File: config.mk
export PLATFORM = sky130hd
export DESIGN_NAME = victim_buf
export DESIGN_NICKNAME = d
export VERILOG_FILES = /design/src/rtl/vc_pkg.sv /design/src/rtl/vc_match.sv /design/src/rtl/vc_age.sv /design/src/rtl/vc_store.sv /design/src/rtl/victim_buf.sv
export SDC_FILE = /design/constraint.sdc
export NUM_CORES = 1
export LEC_CHECK = 0
export BUFFER_PORTS_ARGS = -buffer_cell sky130_fd_sc_hd__buf_2
export CAP_MARGIN = 20
export CORE_MARGIN = 2
export CORE_UTILIZATION = 40
export DETAILED_ROUTE_END_ITERATION = 7
export PLACE_DENSITY_LB_ADDON = 0.3
export SLEW_MARGIN = 20
export SYNTH_ARGS = -nofsm -noshare
export SYNTH_HDL_FRONTEND = slang
export SYNTH_HIERARCHICAL = 1
export SYNTH_SLANG_ARGS = --single-unit
File: constraint.sdc
create_clock -name clk -period 7.6 [get_ports clk]
set_input_delay 0.76 -clock clk [delete_from_list [all_inputs] [get_ports clk]]
set_output_delay 0.76 -clock clk [all_outputs]
set_load 0.03 [all_outputs]
File: src/rtl/vc_pkg.sv
`timescale 1ns/1ps
package vc_pkg;

  localparam int MAX_DEPTH = 32;

  typedef enum logic [1:0] {
    VC_IDLE,
    VC_FILL,
    VC_SWAP,
    VC_DROP
  } vc_op_e;

  // Index of the lowest set bit, zero when none is set.
  function automatic int first_set(input logic [MAX_DEPTH-1:0] v);
    int r;
    r = 0;
    for (int i = MAX_DEPTH - 1; i >= 0; i--) begin
      if (v[i]) r = i;
    end
    return r;
  endfunction

  // Rank of an entry after another entry (old rank old_r) becomes newest.
  function automatic int rank_after_write(input int cur, input int old_r);
    return (cur < old_r) ? cur + 1 : cur;
  endfunction

  // Rank of an entry after an entry of rank gone_r is freed.
  function automatic int rank_after_free(input int cur, input int gone_r);
    return (cur > gone_r) ? cur - 1 : cur;
  endfunction

endpackage

File: src/rtl/vc_match.sv
`timescale 1ns/1ps
module vc_match #(
  parameter int DEPTH  = 4,
  parameter int ADDR_W = 28,
  localparam int IDX_W = (DEPTH > 1) ? $clog2(DEPTH) : 1
) (
  input  logic [DEPTH-1:0]             entry_valid,
  input  logic [DEPTH-1:0][ADDR_W-1:0] entry_tag,
  input  logic [ADDR_W-1:0]            key,
  output logic [DEPTH-1:0]             hit_vec,
  output logic                         hit,
  output logic [IDX_W-1:0]             hit_idx
);

  logic [vc_pkg::MAX_DEPTH-1:0] hit_wide;

  for (genvar g = 0; g < DEPTH; g++) begin : g_cmp
    assign hit_vec[g] = entry_valid[g] && (entry_tag[g] == key);
  end

  always_comb begin
    hit_wide = '0;
    hit_wide[DEPTH-1:0] = hit_vec;
  end

  assign hit     = |hit_vec;
  assign hit_idx = IDX_W'(vc_pkg::first_set(hit_wide));

endmodule

File: src/rtl/vc_age.sv
`timescale 1ns/1ps
module vc_age #(
  parameter int DEPTH = 4,
  localparam int IDX_W  = (DEPTH > 1) ? $clog2(DEPTH) : 1,
  localparam int RANK_W = IDX_W + 1
) (
  input  logic             clk,
  input  logic             rst_n,
  input  logic [DEPTH-1:0] entry_valid,
  input  logic             wr_en,
  input  logic [IDX_W-1:0] wr_idx,
  input  logic             clr_en,
  input  logic [IDX_W-1:0] clr_idx,
  output logic [IDX_W-1:0] oldest_idx
);

  logic [IDX_W-1:0]  rank_q [DEPTH];
  logic [RANK_W-1:0] wr_old_rank;
  logic [RANK_W-1:0] clr_rank;

  // A slot that was empty has no rank: every valid entry ages past it.
  assign wr_old_rank = entry_valid[wr_idx] ? {1'b0, rank_q[wr_idx]}
                                           : RANK_W'(DEPTH);
  assign clr_rank    = {1'b0, rank_q[clr_idx]};

  for (genvar g = 0; g < DEPTH; g++) begin : g_rank
    logic [RANK_W-1:0] cur;
    assign cur = {1'b0, rank_q[g]};
    always_ff @(posedge clk or negedge rst_n) begin
      if (!rst_n) begin
        rank_q[g] <= '0;
      end else if (wr_en) begin
        if (wr_idx == IDX_W'(g)) begin
          rank_q[g] <= '0;
        end else if (entry_valid[g]) begin
          rank_q[g] <= IDX_W'(vc_pkg::rank_after_write(int'(cur), int'(wr_old_rank)));
        end
      end else if (clr_en) begin
        if (entry_valid[g] && clr_idx != IDX_W'(g)) begin
          rank_q[g] <= IDX_W'(vc_pkg::rank_after_free(int'(cur), int'(clr_rank)));
        end
      end
    end
  end

  always_comb begin
    logic [IDX_W-1:0] best;
    best       = '0;
    oldest_idx = '0;
    for (int i = 0; i < DEPTH; i++) begin
      if (entry_valid[i] && rank_q[i] >= best) begin
        best       = rank_q[i];
        oldest_idx = IDX_W'(i);
      end
    end
  end

endmodule

File: src/rtl/vc_store.sv
`timescale 1ns/1ps
module vc_store #(
  parameter int DEPTH  = 4,
  parameter int ADDR_W = 28,
  parameter int LINE_W = 64,
  localparam int IDX_W = (DEPTH > 1) ? $clog2(DEPTH) : 1
) (
  input  logic                         clk,
  input  logic                         rst_n,
  input  logic                         wr_en,
  input  logic [IDX_W-1:0]             wr_idx,
  input  logic [ADDR_W-1:0]            wr_addr,
  input  logic                         wr_dirty,
  input  logic [LINE_W-1:0]            wr_data,
  input  logic                         clr_en,
  input  logic [IDX_W-1:0]             clr_idx,
  output logic [DEPTH-1:0]             entry_valid,
  output logic [DEPTH-1:0][ADDR_W-1:0] entry_tag,
  output logic [DEPTH-1:0]             entry_dirty,
  output logic [DEPTH-1:0][LINE_W-1:0] entry_data
);

  for (genvar g = 0; g < DEPTH; g++) begin : g_ent
    logic              v_q;
    logic              d_q;
    logic [ADDR_W-1:0] t_q;
    logic [LINE_W-1:0] l_q;
    logic              sel_wr;
    logic              sel_clr;

    assign sel_wr  = wr_en  && (wr_idx  == IDX_W'(g));
    assign sel_clr = clr_en && (clr_idx == IDX_W'(g));

    always_ff @(posedge clk or negedge rst_n) begin
      if (!rst_n) begin
        v_q <= 1'b0;
        d_q <= 1'b0;
        t_q <= '0;
        l_q <= '0;
      end else if (sel_wr) begin
        v_q <= 1'b1;
        d_q <= wr_dirty;
        t_q <= wr_addr;
        l_q <= wr_data;
      end else if (sel_clr) begin
        v_q <= 1'b0;
        d_q <= 1'b0;
      end
    end

    assign entry_valid[g] = v_q;
    assign entry_dirty[g] = d_q;
    assign entry_tag[g]   = t_q;
    assign entry_data[g]  = l_q;
  end

endmodule

File: src/rtl/victim_buf.sv
`timescale 1ns/1ps
module victim_buf #(
  parameter int DEPTH  = 4,
  parameter int ADDR_W = 28,
  parameter int LINE_W = 64,
  localparam int IDX_W = (DEPTH > 1) ? $clog2(DEPTH) : 1
) (
  input  logic              clk,
  input  logic              rst_n,
  input  logic              evict_valid,
  input  logic [ADDR_W-1:0] evict_addr,
  input  logic              evict_dirty,
  input  logic [LINE_W-1:0] evict_data,
  input  logic              probe_valid,
  input  logic [ADDR_W-1:0] probe_addr,
  input  logic              disp_valid,
  input  logic [ADDR_W-1:0] disp_addr,
  input  logic              disp_dirty,
  input  logic [LINE_W-1:0] disp_data,
  output logic              rsp_valid,
  output logic              rsp_hit,
  output logic              rsp_dirty,
  output logic [LINE_W-1:0] rsp_data,
  output logic              fetch_valid,
  output logic [ADDR_W-1:0] fetch_addr,
  output logic              wb_valid,
  output logic [ADDR_W-1:0] wb_addr,
  output logic [LINE_W-1:0] wb_data
);

  import vc_pkg::*;

  logic [DEPTH-1:0]             entry_valid;
  logic [DEPTH-1:0][ADDR_W-1:0] entry_tag;
  logic [DEPTH-1:0]             entry_dirty;
  logic [DEPTH-1:0][LINE_W-1:0] entry_data;

  logic [DEPTH-1:0] hit_vec;
  logic             probe_hit;
  logic [IDX_W-1:0] hit_idx;
  logic [IDX_W-1:0] oldest_idx;
  logic [IDX_W-1:0] free_idx;
  logic             any_free;
  logic [MAX_DEPTH-1:0] free_wide;

  // Named events for the checker.
  vc_op_e           op;
  logic             fill_from_evict;
  logic             fill_from_disp;
  logic             evict_oldest;

  logic             wr_en;
  logic [IDX_W-1:0] wr_idx;
  logic [ADDR_W-1:0] wr_addr;
  logic             wr_dirty;
  logic [LINE_W-1:0] wr_data;
  logic             clr_en;

  vc_match #(.DEPTH(DEPTH), .ADDR_W(ADDR_W)) u_match (
    .entry_valid (entry_valid),
    .entry_tag   (entry_tag),
    .key         (probe_addr),
    .hit_vec     (hit_vec),
    .hit         (probe_hit),
    .hit_idx     (hit_idx)
  );

  always_comb begin
    free_wide = '0;
    free_wide[DEPTH-1:0] = ~entry_valid;
  end
  assign any_free = ~&entry_valid;
  assign free_idx = IDX_W'(first_set(free_wide));

  // A probe owns the cycle; a concurrent insert is dropped.
  assign fill_from_evict = evict_valid && !probe_valid;
  assign fill_from_disp  = probe_valid && !probe_hit && disp_valid;

  always_comb begin
    op = VC_IDLE;
    if (probe_valid) begin
      if (probe_hit) op = disp_valid ? VC_SWAP : VC_DROP;
      else if (disp_valid) op = VC_FILL;
    end else if (evict_valid) begin
      op = VC_FILL;
    end
  end

  always_comb begin
    wr_en    = (op == VC_FILL) || (op == VC_SWAP);
    clr_en   = (op == VC_DROP);
    wr_idx   = (op == VC_SWAP) ? hit_idx : (any_free ? free_idx : oldest_idx);
    wr_addr  = fill_from_evict ? evict_addr  : disp_addr;
    wr_dirty = fill_from_evict ? evict_dirty : disp_dirty;
    wr_data  = fill_from_evict ? evict_data  : disp_data;
  end

  assign evict_oldest = (op == VC_FILL) && !any_free;
  assign wb_valid     = evict_oldest && entry_dirty[oldest_idx];
  assign wb_addr      = entry_tag[oldest_idx];
  assign wb_data      = entry_data[oldest_idx];

  vc_store #(.DEPTH(DEPTH), .ADDR_W(ADDR_W), .LINE_W(LINE_W)) u_store (
    .clk         (clk),
    .rst_n       (rst_n),
    .wr_en       (wr_en),
    .wr_idx      (wr_idx),
    .wr_addr     (wr_addr),
    .wr_dirty    (wr_dirty),
    .wr_data     (wr_data),
    .clr_en      (clr_en),
    .clr_idx     (hit_idx),
    .entry_valid (entry_valid),
    .entry_tag   (entry_tag),
    .entry_dirty (entry_dirty),
    .entry_data  (entry_data)
  );

  vc_age #(.DEPTH(DEPTH)) u_age (
    .clk         (clk),
    .rst_n       (rst_n),
    .entry_valid (entry_valid),
    .wr_en       (wr_en),
    .wr_idx      (wr_idx),
    .clr_en      (clr_en),
    .clr_idx     (hit_idx),
    .oldest_idx  (oldest_idx)
  );

  always_ff @(posedge clk or negedge rst_n) begin
    if (!rst_n) begin
      rsp_valid  <= 1'b0;
      rsp_hit    <= 1'b0;
      rsp_dirty  <= 1'b0;
      rsp_data   <= '0;
      fetch_addr <= '0;
    end else begin
      rsp_valid  <= probe_valid;
      rsp_hit    <= probe_valid && probe_hit;
      rsp_dirty  <= probe_valid && probe_hit && entry_dirty[hit_idx];
      rsp_data   <= (probe_valid && probe_hit) ? entry_data[hit_idx] : '0;
      fetch_addr <= probe_addr;
    end
  end

  assign fetch_valid = rsp_valid && !rsp_hit;

endmodule

==> results_dict.tcl, run 1 <==
set metrics [dict create \
    area_growth_pct 18.6 \
    io_pins 408 \
    cap_viol_max_count 0 \
    avgSynthCellArea_um2 15.2 \
    clk_path_buf_depth 3 \
    crit_type "reg2out" \
    drc 0 \
    rr_startpoint "u_store/g_ent[0].v_q$_DFFE_PN0P_" \
    clk_pin_slew_ns 0.06 \
    ant_nets 0 \
    drive_gt1_share_pct 57.5 \
    slew_headroom_pct 37.0 \
    die_area_um2 63100 \
    max_freq_ghz 0.141 \
    routedWlPerCell_um 22.5 \
    startpoint "u_store/g_ent[0].v_q$_DFFE_PN0P_" \
    cts_buffers 54 \
    cts-resized-gates 0 \
    hold_path.class "in2async" \
    num_vias 15244 \
    gr-usage-all-layers_pct 20.2 \
    critPathCaptureType "output port" \
    drtPass1Iterations 5 \
    period_needed_ns 7.12 \
    routed_via_density 5.43 \
    dp_hpwl_um 39900 \
    fillers 5313 \
    fp-row-count 90 \
    die_w_um 251 \
    cp_max_fo 93 \
    multiInputGateArea_um2 11800 \
    start_kind "flip-flop" \
    grt_pass1_vias 16577 \
    skew_ns 0.0249 \
    crit_required_ns 6.84 \
    gp_congestion 0.847 \
    antenna_found_initial 1 \
    tightest_slew_ns 0.946 \
    hold_viol 0 \
    final_common_cell "dfrtp_1" \
    grt_pass1_wl_um 98200 \
    arrival_ns 6.36 \
    grt_overflow_total 0 \
    netlist_area_um2 24500 \
    slew_violations 0 \
    outcome "completed" \
    seq_area_um2 12000 \
    hold_buffers 0 \
    nets 2221 \
    setup_viol 0 \
    cts_tree "built" \
    dp_slack_ns 0.887 \
    ys.warnings.count 6 \
    initial_core_util_pct 40.5 \
    rsz0062_at_grt "false" \
    port_buffers 407 \
    grt_max_degree 178 \
    fin_tns_setup_ns 0 \
    layout_setup_ws_ns 0.485 \
    core_area_um2 60400 \
    layout_common_cells "dfrtp_1 (479), mux2_2 (446), buf_2 (406)" \
    postCtsSetupBuffers 0 \
    rrSetupSlack_ns 0.83 \
    synthCells 1604 \
    clkLatencyLatePin_ns 0.61 \
    fin_crit_sh_pct 93.6 \
    wl_um 63100 \
    synth_nets 1841 \
    htreeDepth 2 \
    numClockSinks 479 \
    fp.dieH_um 251 \
    drtIter0Drc 1018 \
    cts-root-buf "clkbuf_16" \
]
[layer usage]
layer	track usage [%]	wire length (um)	share of wire, %	vias up
met4	5.68	1410	2.2	0
met5	0	0	0	-
met2	34.4	31600	50	386
met3	3.55	3010	4.8	88
met1	26.5	27000	43	8015
li1	-	-	-	6755
[path summary, 6_finish.rpt]
check                                                       end  cells after the start
max reg2reg                  u_age/g_rank[1].cur[1]$_DFFE_PN0P_                     28
max in group asynchronous  u_store/g_ent[1].l_q[57]$_DFFE_PN0P_                      3
min in group clk                            rsp_valid$_DFF_PN0_                      1
min reg2reg                u_store/g_ent[3].l_q[28]$_DFFE_PN0P_                      1
max                                                    wb_valid                     20
min                                      rsp_data[28]$_DFF_PN0_                      1
[registers in the layout, summed over array words and instances (netlist names)]
signal,count
u_store/g_ent.l_q,256
u_store/g_ent.t_q,112
rsp_data,64
fetch_addr,28
u_age/g_rank.cur,8
u_store/g_ent.d_q,4
u_store/g_ent.v_q,4
rsp_dirty,1
rsp_hit,1
rsp_valid,1
[critical path, cell delays in order (launching register included)]
cell and delay (ns):
dfrtp_1 0.55, and2_1 0.24, ha_1 0.24, nand2b_1 0.14
a21oi_1 0.31, nor2_1 0.12, mux2_2 0.31, ha_1 0.27
nand2b_1 0.15, a21oi_1 0.30, nor2_1 0.17, mux2_2 0.30
ha_1 0.27, inv_1 0.04, a21boi_0 0.17, o21ai_0 0.25
o31ai_4 0.16, buf_12 0.73, mux4_2 0.62, and3_1 0.20
buf_2 0.19
[cell type report]
| type | count | share of cell area (%) |
|---|---|---|
| sequential | 479 | 41.3 |
| multi-input combinational | 998 | 40.8 |
| timing repair buffer | 433 | 8.14 |
| clock buffer | 79 | 5.37 |
| tap | 782 | 3.37 |
| clock inverter | 17 | 0.768 |
| inverter | 18 | 0.233 |
| antenna | 1 | 0.00863 |
[stage by stage]
step	std cells	hold WS (ns)	util [%]	cell area, um2
4_1_cts	2804	0.122	47.9	28900
2_1_floorplan	1604	0.451	-	24500
6_report	2807	0.118	48.0	29000
3_5_place_dp	2708	0.510	45.0	27200
5_1_grt	2807	0.148	48.0	29000
3_3_place_gp	2708	0.500	45.0	27200
Power of run 1 is not shown: default switching activity piles up to over one toggle a cycle in this logic, so the estimate is an artifact.
==> inputs of run 2 (changes only) <==
--- a/config.mk
+++ b/config.mk
@@ -7,6 +7,7 @@
 export LEC_CHECK = 0
 export BUFFER_PORTS_ARGS = -buffer_cell sky130_fd_sc_hd__buf_2
 export CAP_MARGIN = 20
+export CORE_ASPECT_RATIO = 0.9
 export CORE_MARGIN = 2
 export CORE_UTILIZATION = 40
 export DETAILED_ROUTE_END_ITERATION = 7
==> run 2 against run 1 <==
Wire length rose by 0.33%. Die area hardly changed. Clock skew shrank 0.0082 ns. Flip-flop and latch count unchanged. Register-to-register slack improved by 0.18 ns. Sequential share of layout area shrank 0.059 points. First-iteration DRC count is 22% lower. Worst hold slack better by 0.12 ns. Maximum frequency increased by 3.0%. Core utilization rose by 0.28 points. Global-route usage shrank 0.061 points.
==> results_dict.tcl, run 2 (synthesis results as in run 1) <==
set metrics [dict create \
    outcome "completed" \
    reg_top3 "u_store/g_ent.l_q x256, u_store/g_ent.t_q x112, rsp_data x64" \
    grt_max_degree 179 \
    met2WireLength_um 31300 \
    cp_cell_sequence "and2_1, ha_1, nand2b_1, a21oi_1, nor2_1, mux2_2, ha_1, nand2b_1, a21oi_1, nor2_1, mux2_2, ha_1, inv_1, a21boi_0, o21ai_0, o31ai_4, buf_12, mux4_2, and3_1, buf_2" \
    fin_crit_sh_pct 90.9 \
    nets 2219 \
    setup_viol 0 \
    fin_tns_setup_ns 0 \
    arrival_ns 6.15 \
    num_vias 15345 \
    drc 0 \
    routedWlPerCell_um 22.5 \
    port_buffers 407 \
    slowest_delay_ns 0.71 \
    path_delay_family "multiplexers" \
    cap_viol_max_count 0 \
    hold_path.class "in2async" \
    diodes 0 \
    critPathCaptureType "output port" \
    clk_pin_slew_ns 0.06 \
    start_kind "flip-flop" \
    clkLatencyLatePin_ns 0.60 \
    drive_gt1_share_pct 57.9 \
    grt_pass1_vias 16490 \
    cts_tree "built" \
    cts-resized-gates 0 \
    worst-path-buf-inv 3 \
    die_w_um 265 \
    layout.cells.non_filler 2809 \
    fp.dieH_um 239 \
    drtIter0Drc 794 \
    cts-root-buf "clkbuf_16" \
    final_common_cell "dfrtp_1" \
    numClockSinks 479 \
    gp_congestion 0.848 \
    skew_ns 0.0167 \
    io_pins 408 \
    critical_path.most_common_cell "ha_1" \
    drtPass1Iterations 5 \
    cp_max_fo 93 \
    top_layer_used "met5" \
    post-place-cells 2710 \
    wl_um 63300 \
    layout_common_cells "dfrtp_1 (479), mux2_2 (446), buf_2 (406)" \
    post-route-util_pct 48.3 \
    tightest_slew_ns 1.04 \
    grt_pass1_wl_um 97700 \
    largest-register "u_store/g_ent.l_q" \
    routed_via_density 5.46 \
    gr-usage-all-layers_pct 20.1 \
    cts_buffers 53 \
    fp-row-count 85 \
    initial_core_util_pct 40.7 \
    wl_met1_um 27600 \
    dr_wl_met3_um 2990 \
    fillers 5221 \
    largest_register_ff_count 256 \
    ant_nets 0 \
    hold_buffers 0 \
    hold_viol 0 \
    dp_hpwl_um 40700 \
    htreeDepth 2 \
    slew_headroom_pct 30.5 \
    crit_type "reg2out" \
    clk_path_buf_depth 3 \
    period_needed_ns 6.91 \
    antenna_found_initial 1 \
    crit_required_ns 6.84 \
    rsz0062_at_grt "false" \
    grt_overflow_total 0 \
    die_area_um2 63100 \
    slew_violations 0 \
    core_area_um2 60100 \
    max_freq_ghz 0.145 \
    slowest_stage "buf_12" \
    area_growth_pct 18.7 \
    postCtsSetupBuffers 0 \
]
-- run 2: cell count changes in the layout (fill, tap and decap cells not counted), sizes merged --
| cell | change |
|---|---|
| clkinv | +4 |
| inv | +1 |
| diode | -1 |
| buf | -1 |
| bufinv | +2 |
| clkbuf | -4 |
-- run 2: final cells by class --
cell class              count  area (um2)  share of cell area [%]
well taps                 783         980                    3.37
flip-flops and latches    479       12000                    41.3
multi-input cells         998       11800                    40.7
clock buffers              75        1570                    5.41
clock inverters            24         289                   0.995
repair buffers            432        2320                    8.00
inverters                  18        67.6                   0.233
-- run 2: worst paths after layout --
check	to	from	depth (start not counted)	slack, ns
min in group clk	rsp_valid$_DFF_PN0_	probe_valid	1	0.36
setup / recovery	wb_valid	u_store/g_ent[0].v_q$_DFFE_PN0P_	20	0.69
hold reg to reg	u_store/g_ent[2].l_q[53]$_DFFE_PN0P_	u_store/g_ent[2].l_q[53]$_DFFE_PN0P_	1	0.52
max in group asynchronous	u_store/g_ent[1].l_q[26]$_DFFE_PN0P_	rst_n	2	5.81
hold / removal	u_store/g_ent[1].l_q[55]$_DFFE_PN0P_	rst_n	1	0.24
setup reg to reg	u_age/g_rank[1].cur[1]$_DFFE_PN0P_	u_store/g_ent[0].v_q$_DFFE_PN0P_	27	1.01
-- run 2: routing by layer --
metal	vias up	global-route usage [%]
met4	2	5.44
met5	-	0
met1	8123	26.9
met2	363	34.0
li1	6769	-
met3	88	3.40
-- run 2: through the flow --
step | area, um2 | setup slack, ns | hold WS [ns]
6_report | 29000 | 0.692 | 0.238
5_1_grt | 29000 | 0.160 | 0.275
4_1_cts | 29000 | 0.586 | 0.231
3_5_place_dp | 27200 | 1.05 | 0.510
3_3_place_gp | 27200 | 1.12 | 0.500
2_1_floorplan | 24500 | 1.62 | 0.451
Power of run 2 is left out for the same reason.
